$ cat src/rtl/pfu_pkg.sv
package pfu_pkg;

    localparam int WORD_W = 40;
    localparam int HALF_W = WORD_W / 2;
    localparam int OP_W   = 8;
    localparam int ADR_W  = HALF_W - OP_W;

    typedef struct packed {
        logic [OP_W-1:0]  op;
        logic [ADR_W-1:0] adr;
    } instr_t;

    typedef enum logic [1:0] {
        ST_REQ   = 2'd0,
        ST_WAIT  = 2'd1,
        ST_ISSUE = 2'd2,
        ST_HALT  = 2'd3
    } fstate_t;

    // Select one half of a fetched word; left half sits in the upper bits.
    function automatic instr_t pick_half(input logic [WORD_W-1:0] w, input logic right);
        logic [HALF_W-1:0] h;
        h = right ? w[HALF_W-1:0] : w[WORD_W-1:HALF_W];
        return instr_t'(h);
    endfunction

endpackage

$ cat src/rtl/pfu_pc.sv
module pfu_pc #(
    parameter int ADR_W     = 12,
    parameter int LAST_WORD = 999
) (
    input  logic             clk,
    input  logic             rst,
    input  logic             load,
    input  logic [ADR_W-1:0] load_val,
    input  logic             step,
    output logic [ADR_W-1:0] pc,
    output logic             beyond
);
    localparam logic [ADR_W-1:0] LAST_A = ADR_W'(LAST_WORD);

    always_ff @(posedge clk) begin
        if (rst)       pc <= '0;
        else if (load) pc <= load_val;
        else if (step) pc <= pc + 1'b1;
    end

    assign beyond = (pc > LAST_A);

    // a kept word advances the pair counter by exactly one
    p_pc_step_r3: assert property (@(posedge clk) disable iff (rst)
        (step && !load) |=> (pc == $past(pc) + 1'b1));

    // a jump lands the counter on its target
    p_pc_load_r5: assert property (@(posedge clk) disable iff (rst)
        load |=> (pc == $past(load_val)));
endmodule

$ cat src/rtl/pfu_hold.sv
module pfu_hold
    import pfu_pkg::*;
(
    input  logic   clk,
    input  logic   rst,
    input  logic   load,
    input  logic   clear,
    input  logic   take,
    input  instr_t din,
    output logic   full,
    output instr_t dout
);
    always_ff @(posedge clk) begin
        if (rst) begin
            full <= 1'b0;
            dout <= '0;
        end else if (clear) begin
            full <= 1'b0;
        end else if (load) begin
            full <= 1'b1;
            dout <= din;
        end else if (take) begin
            full <= 1'b0;
        end
    end

    // the buffer is only refilled once its previous entry is gone
    p_hold_no_overwrite_r3: assert property (@(posedge clk) disable iff (rst)
        (load && !clear) |-> !full);

    // a clear leaves the buffer empty
    p_hold_clear_r7: assert property (@(posedge clk) disable iff (rst)
        clear |=> !full);
endmodule

$ cat src/rtl/pfu_issue.sv
module pfu_issue
    import pfu_pkg::*;
(
    input  logic   clk,
    input  logic   rst,
    input  logic   load,
    input  logic   fire,
    input  logic   kill,
    input  instr_t din,
    output logic   valid,
    output instr_t dout
);
    always_ff @(posedge clk) begin
        if (rst) begin
            valid <= 1'b0;
            dout  <= '0;
        end else if (kill) begin
            valid <= 1'b0;
        end else if (load) begin
            valid <= 1'b1;
            dout  <= din;
        end else if (fire) begin
            valid <= 1'b0;
        end
    end

    // an offer not taken, killed or replaced stays put
    p_offer_hold_r4: assert property (@(posedge clk) disable iff (rst)
        (valid && !fire && !kill && !load) |=> (valid && $stable(dout)));
endmodule

$ cat src/rtl/pair_fetch_unit.sv
module pair_fetch_unit
    import pfu_pkg::*;
#(
    parameter int LAST_WORD = 999
) (
    input  logic              clk,
    input  logic              rst,
    output logic [ADR_W-1:0]  mem_addr,
    output logic              mem_rd,
    input  logic [WORD_W-1:0] mem_rdata,
    input  logic              mem_rvalid,
    output logic              iss_valid,
    input  logic              iss_ready,
    output logic [OP_W-1:0]   iss_opcode,
    output logic [ADR_W-1:0]  iss_operand,
    input  logic              jmp_valid,
    input  logic [ADR_W-1:0]  jmp_target,
    input  logic              jmp_right,
    output logic              fault
);
    localparam logic [ADR_W-1:0] LAST_A = ADR_W'(LAST_WORD);

    fstate_t          state_q, state_d;
    logic             drop_q;
    logic             skip_q;
    logic [ADR_W-1:0] pc;
    logic             pc_beyond;
    logic             jmp_take, fire, word_in, keep;
    logic             hold_full, hold_load, hold_take;
    instr_t           hold_dout, hold_din;
    logic             iss_load;
    instr_t           iss_din, iss_dout;

    assign jmp_take = jmp_valid && (state_q != ST_HALT);
    assign fire     = iss_valid && iss_ready && !jmp_valid;
    assign word_in  = (state_q == ST_WAIT) && mem_rvalid;
    assign keep     = word_in && !drop_q && !jmp_valid;

    assign mem_rd   = (state_q == ST_REQ) && !jmp_valid && !pc_beyond;
    assign mem_addr = pc;
    assign fault    = (state_q == ST_HALT);

    assign hold_din  = pick_half(mem_rdata, 1'b1);
    assign hold_load = keep && !skip_q;
    assign hold_take = fire && hold_full;

    assign iss_load = keep || hold_take;
    assign iss_din  = keep ? pick_half(mem_rdata, skip_q) : hold_dout;

    assign iss_opcode  = iss_dout.op;
    assign iss_operand = iss_dout.adr;

    always_comb begin
        state_d = state_q;
        unique case (state_q)
            ST_REQ: begin
                if (jmp_valid)      state_d = ST_REQ;
                else if (pc_beyond) state_d = ST_HALT;
                else                state_d = ST_WAIT;
            end
            ST_WAIT: begin
                if (word_in)        state_d = keep ? ST_ISSUE : ST_REQ;
            end
            ST_ISSUE: begin
                if (jmp_valid)                  state_d = ST_REQ;
                else if (fire && !hold_full)    state_d = ST_REQ;
            end
            ST_HALT: state_d = ST_HALT;
            default: state_d = ST_REQ;
        endcase
    end

    always_ff @(posedge clk) begin
        if (rst) begin
            state_q <= ST_REQ;
            drop_q  <= 1'b0;
            skip_q  <= 1'b0;
        end else begin
            state_q <= state_d;
            if (word_in)
                drop_q <= 1'b0;
            else if (jmp_take && state_q == ST_WAIT)
                drop_q <= 1'b1;
            if (jmp_take)
                skip_q <= jmp_right;
            else if (keep)
                skip_q <= 1'b0;
        end
    end

    pfu_pc #(.ADR_W(ADR_W), .LAST_WORD(LAST_WORD)) u_pc (
        .clk      (clk),
        .rst      (rst),
        .load     (jmp_take),
        .load_val (jmp_target),
        .step     (keep),
        .pc       (pc),
        .beyond   (pc_beyond)
    );

    pfu_hold u_hold (
        .clk   (clk),
        .rst   (rst),
        .load  (hold_load),
        .clear (jmp_take),
        .take  (hold_take),
        .din   (hold_din),
        .full  (hold_full),
        .dout  (hold_dout)
    );

    pfu_issue u_issue (
        .clk   (clk),
        .rst   (rst),
        .load  (iss_load),
        .fire  (fire),
        .kill  (jmp_take),
        .din   (iss_din),
        .valid (iss_valid),
        .dout  (iss_dout)
    );

    // no read ever leaves for a word beyond the range
    p_rd_in_range_r8: assert property (@(posedge clk) disable iff (rst)
        mem_rd |-> (mem_addr <= LAST_A));

    // the fault is sticky
    p_fault_sticky_r8: assert property (@(posedge clk) disable iff (rst)
        fault |=> fault);

    // a faulted unit neither offers nor reads
    p_fault_silent_r8: assert property (@(posedge clk) disable iff (rst)
        fault |-> (!iss_valid && !mem_rd));

    // a request strobe lasts one cycle
    p_rd_single_r9: assert property (@(posedge clk) disable iff (rst)
        mem_rd |=> !mem_rd);

    // a stalled offer stays valid and unchanged
    p_stall_hold_r4: assert property (@(posedge clk) disable iff (rst)
        (iss_valid && !iss_ready && !jmp_valid) |=>
            (iss_valid && $stable(iss_opcode) && $stable(iss_operand)));

    // a jump squashes the offered instruction
    p_jump_squash_r7: assert property (@(posedge clk) disable iff (rst)
        (jmp_valid && !fault) |=> !iss_valid);
endmodule

$ cat config.mk
export PLATFORM = sky130hd
export DESIGN_NAME = pair_fetch_unit
export DESIGN_NICKNAME = d
export VERILOG_FILES = /design/src/rtl/pfu_pkg.sv /design/src/rtl/pfu_pc.sv /design/src/rtl/pfu_hold.sv /design/src/rtl/pfu_issue.sv /design/src/rtl/pair_fetch_unit.sv
export SDC_FILE = /design/constraint.sdc
export NUM_CORES = 1
export LEC_CHECK = 0
export ABC_AREA = 1
export BUFFER_PORTS_ARGS = -buffer_cell sky130_fd_sc_hd__buf_2
export CAP_MARGIN = 30
export CORE_MARGIN = 3
export CORE_UTILIZATION = 35
export CTS_CLUSTER_SIZE = 14
export DETAILED_ROUTE_END_ITERATION = 6
export SETUP_SLACK_MARGIN = 0.3
export SYNTH_ARGS = -nofsm -noshare
export SYNTH_HDL_FRONTEND = slang
export SYNTH_SLANG_ARGS = --single-unit
$ cat constraint.sdc
create_clock -name clk -period 1.7 [get_ports clk]
set_clock_uncertainty 0.05 [all_clocks]
set_input_delay 0.17 -clock clk [delete_from_list [all_inputs] [get_ports clk]]
set_output_delay 0.17 -clock clk [all_outputs]
set_load 0.01 [all_outputs]
# Word level (Yosys, flattened, before mapping)
# Index checks and enable logic that the tools add are counted.
# W data, S select, Z words.
dict set report word_totals {
  ff_bits 58
  latch_bits 0
  mem_bits_rw 0
  rom_bits 0
  inputBits 58
  out_inout_bits 35
  word_cells 63
  n_memories 0
}
dict set report classes {
  add_sub_neg 1
  n_mul 0
  div 0
  magnitude_cmp 1
  n_eq_ne 6
  n_shift 0
  mux 17
  n_bitwise 1
  n_reduce_logical 27
}
# op n
set ops {}
lappend ops {{$mux W20} 2}
lappend ops {{$mux W12} 2}
lappend ops {{$add A12 B1 Y12 const B} 1}
lappend ops {{$gt A12 B10 Y1 const B} 1}
lappend ops {{$logic_and A1 B1 Y1} 12}
lappend ops {{$mux W2} 6}
lappend ops {{$pmux W2 S4} 1}
lappend ops {{$mux W1} 6}
lappend ops {{$reduce_and A2 Y1} 3}
lappend ops {{$reduce_bool A2 Y1} 3}
lappend ops {{$logic_not A1 Y1} 5}
lappend ops {{$eq A2 B2 Y1 const B} 2}
lappend ops {{$ne A2 B2 Y1 const B} 2}
lappend ops {{$reduce_or A2 Y1} 2}
lappend ops {{$ne A3 B3 Y1 const B} 1}
lappend ops {{$eq A2 B1 Y1 const B} 1}
lappend ops {{$logic_not A2 Y1} 1}
lappend ops {{$logic_or A1 B1 Y1} 1}
lappend ops {{$not A1 Y1} 1}

# Depth between registers and ports, before layout
dict set report depth {
  depth_word 7
  ltp_mapped 11
  depth_no_buf 10
}

# Cells and area by module
# From an unflattened synthesis, not the netlist that was laid out.
dict set report hier_totals {
  cells_unflattened 537
  hier_area_um2 3343.2
}
# mod n_inst cells_each area_each_um2 seq_area_each_um2
set by_module_without_submodules {}
lappend by_module_without_submodules {pfu_hold 1 137 902.1 420.4}
lappend by_module_without_submodules {pfu_issue 1 137 902.1 420.4}
lappend by_module_without_submodules {pair_fetch_unit 1 155 807.0 80.1}
lappend by_module_without_submodules {pfu_pc 1 108 732.0 240.2}

# Least setup slack after synthesis
# OpenSTA, ideal clock, no wires.
dict set report synth_timing {
  path_type {reg2reg}
  start {register u_pc.pc[0]}
  end {register u_pc.pc[10]}
  setup_time_ns 0.064
  arrival_time_ns 1.383
  required_ns 1.586
  setup_slack_ns 0.202
  stages_incl_launch_ff 10
  n_path_buf 0
  synth_period_minus_slack_ns 1.498
  path_cell_list {dfxtp_1 -> ha_1 -> nand2_1 -> nor2_1 -> nand2_1 -> inv_1 -> nand2_1 -> o21ai_1 -> nand3_1 -> nor2_1}
}
dict set report synth_via {
  elab_chain_len 3
}
# element line_no
set synth_lines {}
lappend synth_lines {{start: declaration} pfu_pc.sv:10} ;# output logic [ADR_W-1:0] pc,
lappend synth_lines {{start signal: assignment} pfu_pc.sv:17} ;# else if (load) pc <= load_val;
lappend synth_lines {{start signal: assignment} pfu_pc.sv:18} ;# else if (step) pc <= pc + 1'b1;
lappend synth_lines {{$add A12 B1 Y12} pfu_pc.sv:18}
lappend synth_lines {{$mux W12} pfu_pc.sv:18}
lappend synth_lines {{$mux W12} pfu_pc.sv:17}
# Every way passes these cells. The select of a mux whose other input is x is not followed.
# A chain may end at the register's enable or synchronous reset.

# Final worst setup path
dict set report layout_timing {
  start {register u_pc.pc[6]}
  end {output mem_rd}
}
dict set report layout_via {
  elab_chain_len 3
}
# element line_no
set layout_lines {}
lappend layout_lines {{$gt A12 B10 Y1} pfu_pc.sv:21} ;# assign beyond = (pc > LAST_A);
lappend layout_lines {{$logic_not A1 Y1} pair_fetch_unit.sv:39} ;# assign mem_rd = (state_q == ST_REQ) && !jmp_valid && !pc_beyond;
lappend layout_lines {{$logic_and A1 B1 Y1} pair_fetch_unit.sv:39}
lappend layout_lines {{end: declaration} pair_fetch_unit.sv:9} ;# output logic mem_rd,
# Every way passes these cells.

==> metrics.md <==
| Metric | Value |
|---|---|
| Outcome | complete, no violations |
| Setup_tns | 0 ns |
| FP Rows | 33 |
| Leakage power | 0.002234 uW |
| YS warnings | 0 |
| Net Switching | 988.8 uW |
| Final setup viols | 0 |
| CTS tree | yes |
| RSZ-0062 raised after global routing | yes |
| Slew @ Worst Pin | 0.3039 ns |
| Unique masters post-synth | 35 |
| Io pins | slightly above 90 |
| Post-detail-place hpwl | 6116 um |
| Post-synth top area share | approximately 38% |
| Worst setup margin | 0.2292 ns |
| Ranking of synthesized cells by area | dfxtp_1, nand2_1, nor2_1 |
| Main synth FF type | dfxtp_1 |
| Synthesized area | 3080 um^2 |
| Achievable frequency | roughly 680 MHz |
| Area Growth Syn to Fin | 50.89% |
| First-pass GRT wire length | 14570 um |
| Slew Limit Fails | 0 |
| Internal power | 2715 uW |
| Dominant cell type by area after synthesis | dfxtp_1 |
| Relative slew slack | approximately 80% |
| Largest net degree at the start of global routing | 34 |
| Avg Cell Area, Syn | about 7 um^2 |
| Worst skew pair latency | 0.33 ns |
| Antenna diodes | 0 |
| WL/cell | 14.31 um |
| Flops & latches, synth | 58 |
| Reg clk slew, reported paths | 0.06 ns |
| Root buffer cell | clkbuf_8 |
| Startpoint types | flop |
| Layout Nets | 634 |
| Critical Path End Type | primary output |
| Max Cap Viol | 0 |
| Worst vdd ir | 0.0004349 V |
| Port Buffer Count | 92 |
| Vias in the first global route | approximately 3000 |
| Cell Pwr Density | 796.8 nW/um^2 |
| Total number of clock tree sinks | 58 |
| Tcrit/Tclk final | 86.52% |
| Total die area | 9963 um^2 |
| CP arrival | roughly 1.3 ns |
| Gr ovfl total | 0 |
| Crit Path Class | reg2out |
| Clk pwr share | 41.3% |
| First drt pass iteration count | 6 |
| Sequential power share | 40.1% |
| Most frequent cell after synthesis | nand2_1 |
| Asr flop ratio synth | 0% |
| Final wirelength | 9799 um |
| Hold_buf cts | 0 |
| Antenna Nets Post-Route | 0 |
| Cells after Synth | 439 |
| DR DRC count | 0 |
| Placeable Area | 8382 um^2 |
| DIE WIDTH | 99.82 um |
| Layout cells sized above 1 | 46.21% |
| Vias/cell | 4.918 |
| H-tree levels | 3 |
| Crit path required time | 1.48 ns |
| Final Hold Fails | 0 |
| DIE HEIGHT | 99.82 um |
| Post-synth EDFFs | 0 |
| Sw frac | 26.70% |
| Net Count, Synth | between 400 and 500 |
| Post-layout min period | 1.471 ns |
| Most frequent cells after synthesis | nand2_1, dfxtp_1, nor2_1 |
| First DRT Iteration DRCs | 150 |
| Tot GR Track Use | 18.05% |
| Clock Tree Buf Depth | 2 |
| Crit path max fanout | 2 |
| Num CTS Buffers | 9 |
| Routability congestion estimate | 0.8640 |
| Initial antenna violation count | 0 |
| Seq/Total Area, Yosys | 37.69% |
| Hold crit path type | in2reg |
| Combinational share of power | around a fifth |
| Pre-CTS setup slack | around 0.12 ns |
| DR vias | 3369 |
| Initial core utilization | between 30% and 40% |
## final cells by class
cell class | count | area, um^2
flip-flops and latches | 58 | 1199
clock buffers | 11 | 131.4
clock inverters | 5 | 102.6
fillers | 776 | 3734
repair inverters | 1 | 7.507
inverters | 39 | 178.9
multi-input cells | 318 | 1859
well taps | 105 | 131.4
repair buffers | 148 | 1039
## placed cells by master, fill, tap and decap left out, types with 4 or more instances in the layout
master / count
nand2_1: 101
buf_2: 93
nor2_1: 52
dfxtp_1: 46
buf_4: 38
inv_1: 27
a21oi_1: 21
o21ai_1: 16
nand3_1: 13
o21ai_2: 12
nor3_2: 12
nor2_2: 10
a21oi_2: 10
o21ai_0: 10
nand2_2: 9
clkbuf_8: 9
dfxtp_4: 9
o211a_1: 8
buf_6: 8
nand2_4: 7
nand3_2: 7
inv_2: 6
nand4_1: 5
clkinvlp_4: 4
nor3_1: 4
## metal layers
| metal | routed length [um] | share of wire [%] | vias up | GRT usage, % |
|---|---|---|---|---|
| li1 | - | - | 1707 | - |
| met1 | 4435 | 45 | 1538 | 23.80 |
| met2 | 4587 | 47 | 109 | 28.84 |
| met3 | 621 | 6.3 | 15 | 3.544 |
| met4 | 154 | 1.6 | 0 | 7.563 |
| met5 | 0 | 0 | - | 0 |
## cells by family after synthesis
kind of cell,Yosys count,synth area share (%)
compound gates,87,17.26
simple gates,230,34.32
buf+inv,63,10.32
flops,58,37.69
fa+ha+maj,1,0.4061
## repair_timing
item / CTS / global route
cloned: 1 / 4
gates resized for setup: 65 / 73
setup buffers: 24 / 15
pin swaps: 8 / 23
setup endpoints to repair: 50 / 54
## registers in the layout, summed over array words and instances, names as in the netlist
register	flops
u_issue.dout	20
drop_q	1
u_issue.valid	1
skip_q	1
u_hold.dout	20
u_pc.pc	12
u_hold.full	1
state_q	2
## metrics by stage
step           area [um^2]  hold WS (ns)  utilization [%]  cells  power [uW]
3_5_place_dp          3606        0.3781            43.02    625        2000
3_3_place_gp          3606        0.3750            43.02    625        1996
5_1_grt               4648       0.02959            55.46    685        3882
2_1_floorplan         3085        0.2549                -    439        1812
4_1_cts               4223       0.02449            50.38    666        3635
6_report              4648       0.02224            55.46    685        3704
## power by group through the flow
stage / clock (uW) / sequential [uW] / combinational (uW)
3_5_place_dp: 0 / 1510 / 490
5_1_grt: 1640 / 1490 / 750
4_1_cts: 1570 / 1480 / 587
3_3_place_gp: 0 / 1510 / 487
2_1_floorplan: 0 / 1520 / 289
6_report: 1530 / 1480 / 689
## critical path, stage by stage (launching register included)
cell	delay, ns
dfxtp_4	0.35
nand2_4	0.07
inv_2	0.04
nand3_2	0.07
nand2_2	0.07
nor4_4	0.14
buf_2	0.17
## path summary, 6_finish.rpt
| check | start | endpoint | slack (ns) | cells after the start |
|---|---|---|---|---|
| max | u_pc.pc[6]$_SDFFE_PP0P_ | mem_rd | 0.23 | 6 |
| min | mem_rdata[7] | u_hold.dout[7]$_SDFFE_PP0P_ | 0.02 | 3 |
| max reg2reg | state_q[1]$_SDFFE_PP0P_ | u_hold.dout[12]$_SDFFE_PP0P_ | 0.27 | 9 |
| min reg2reg | u_hold.dout[17]$_SDFFE_PP0P_ | u_hold.dout[17]$_SDFFE_PP0P_ | 0.40 | 2 |
Note: power is estimated with default switching activity, not from simulation.
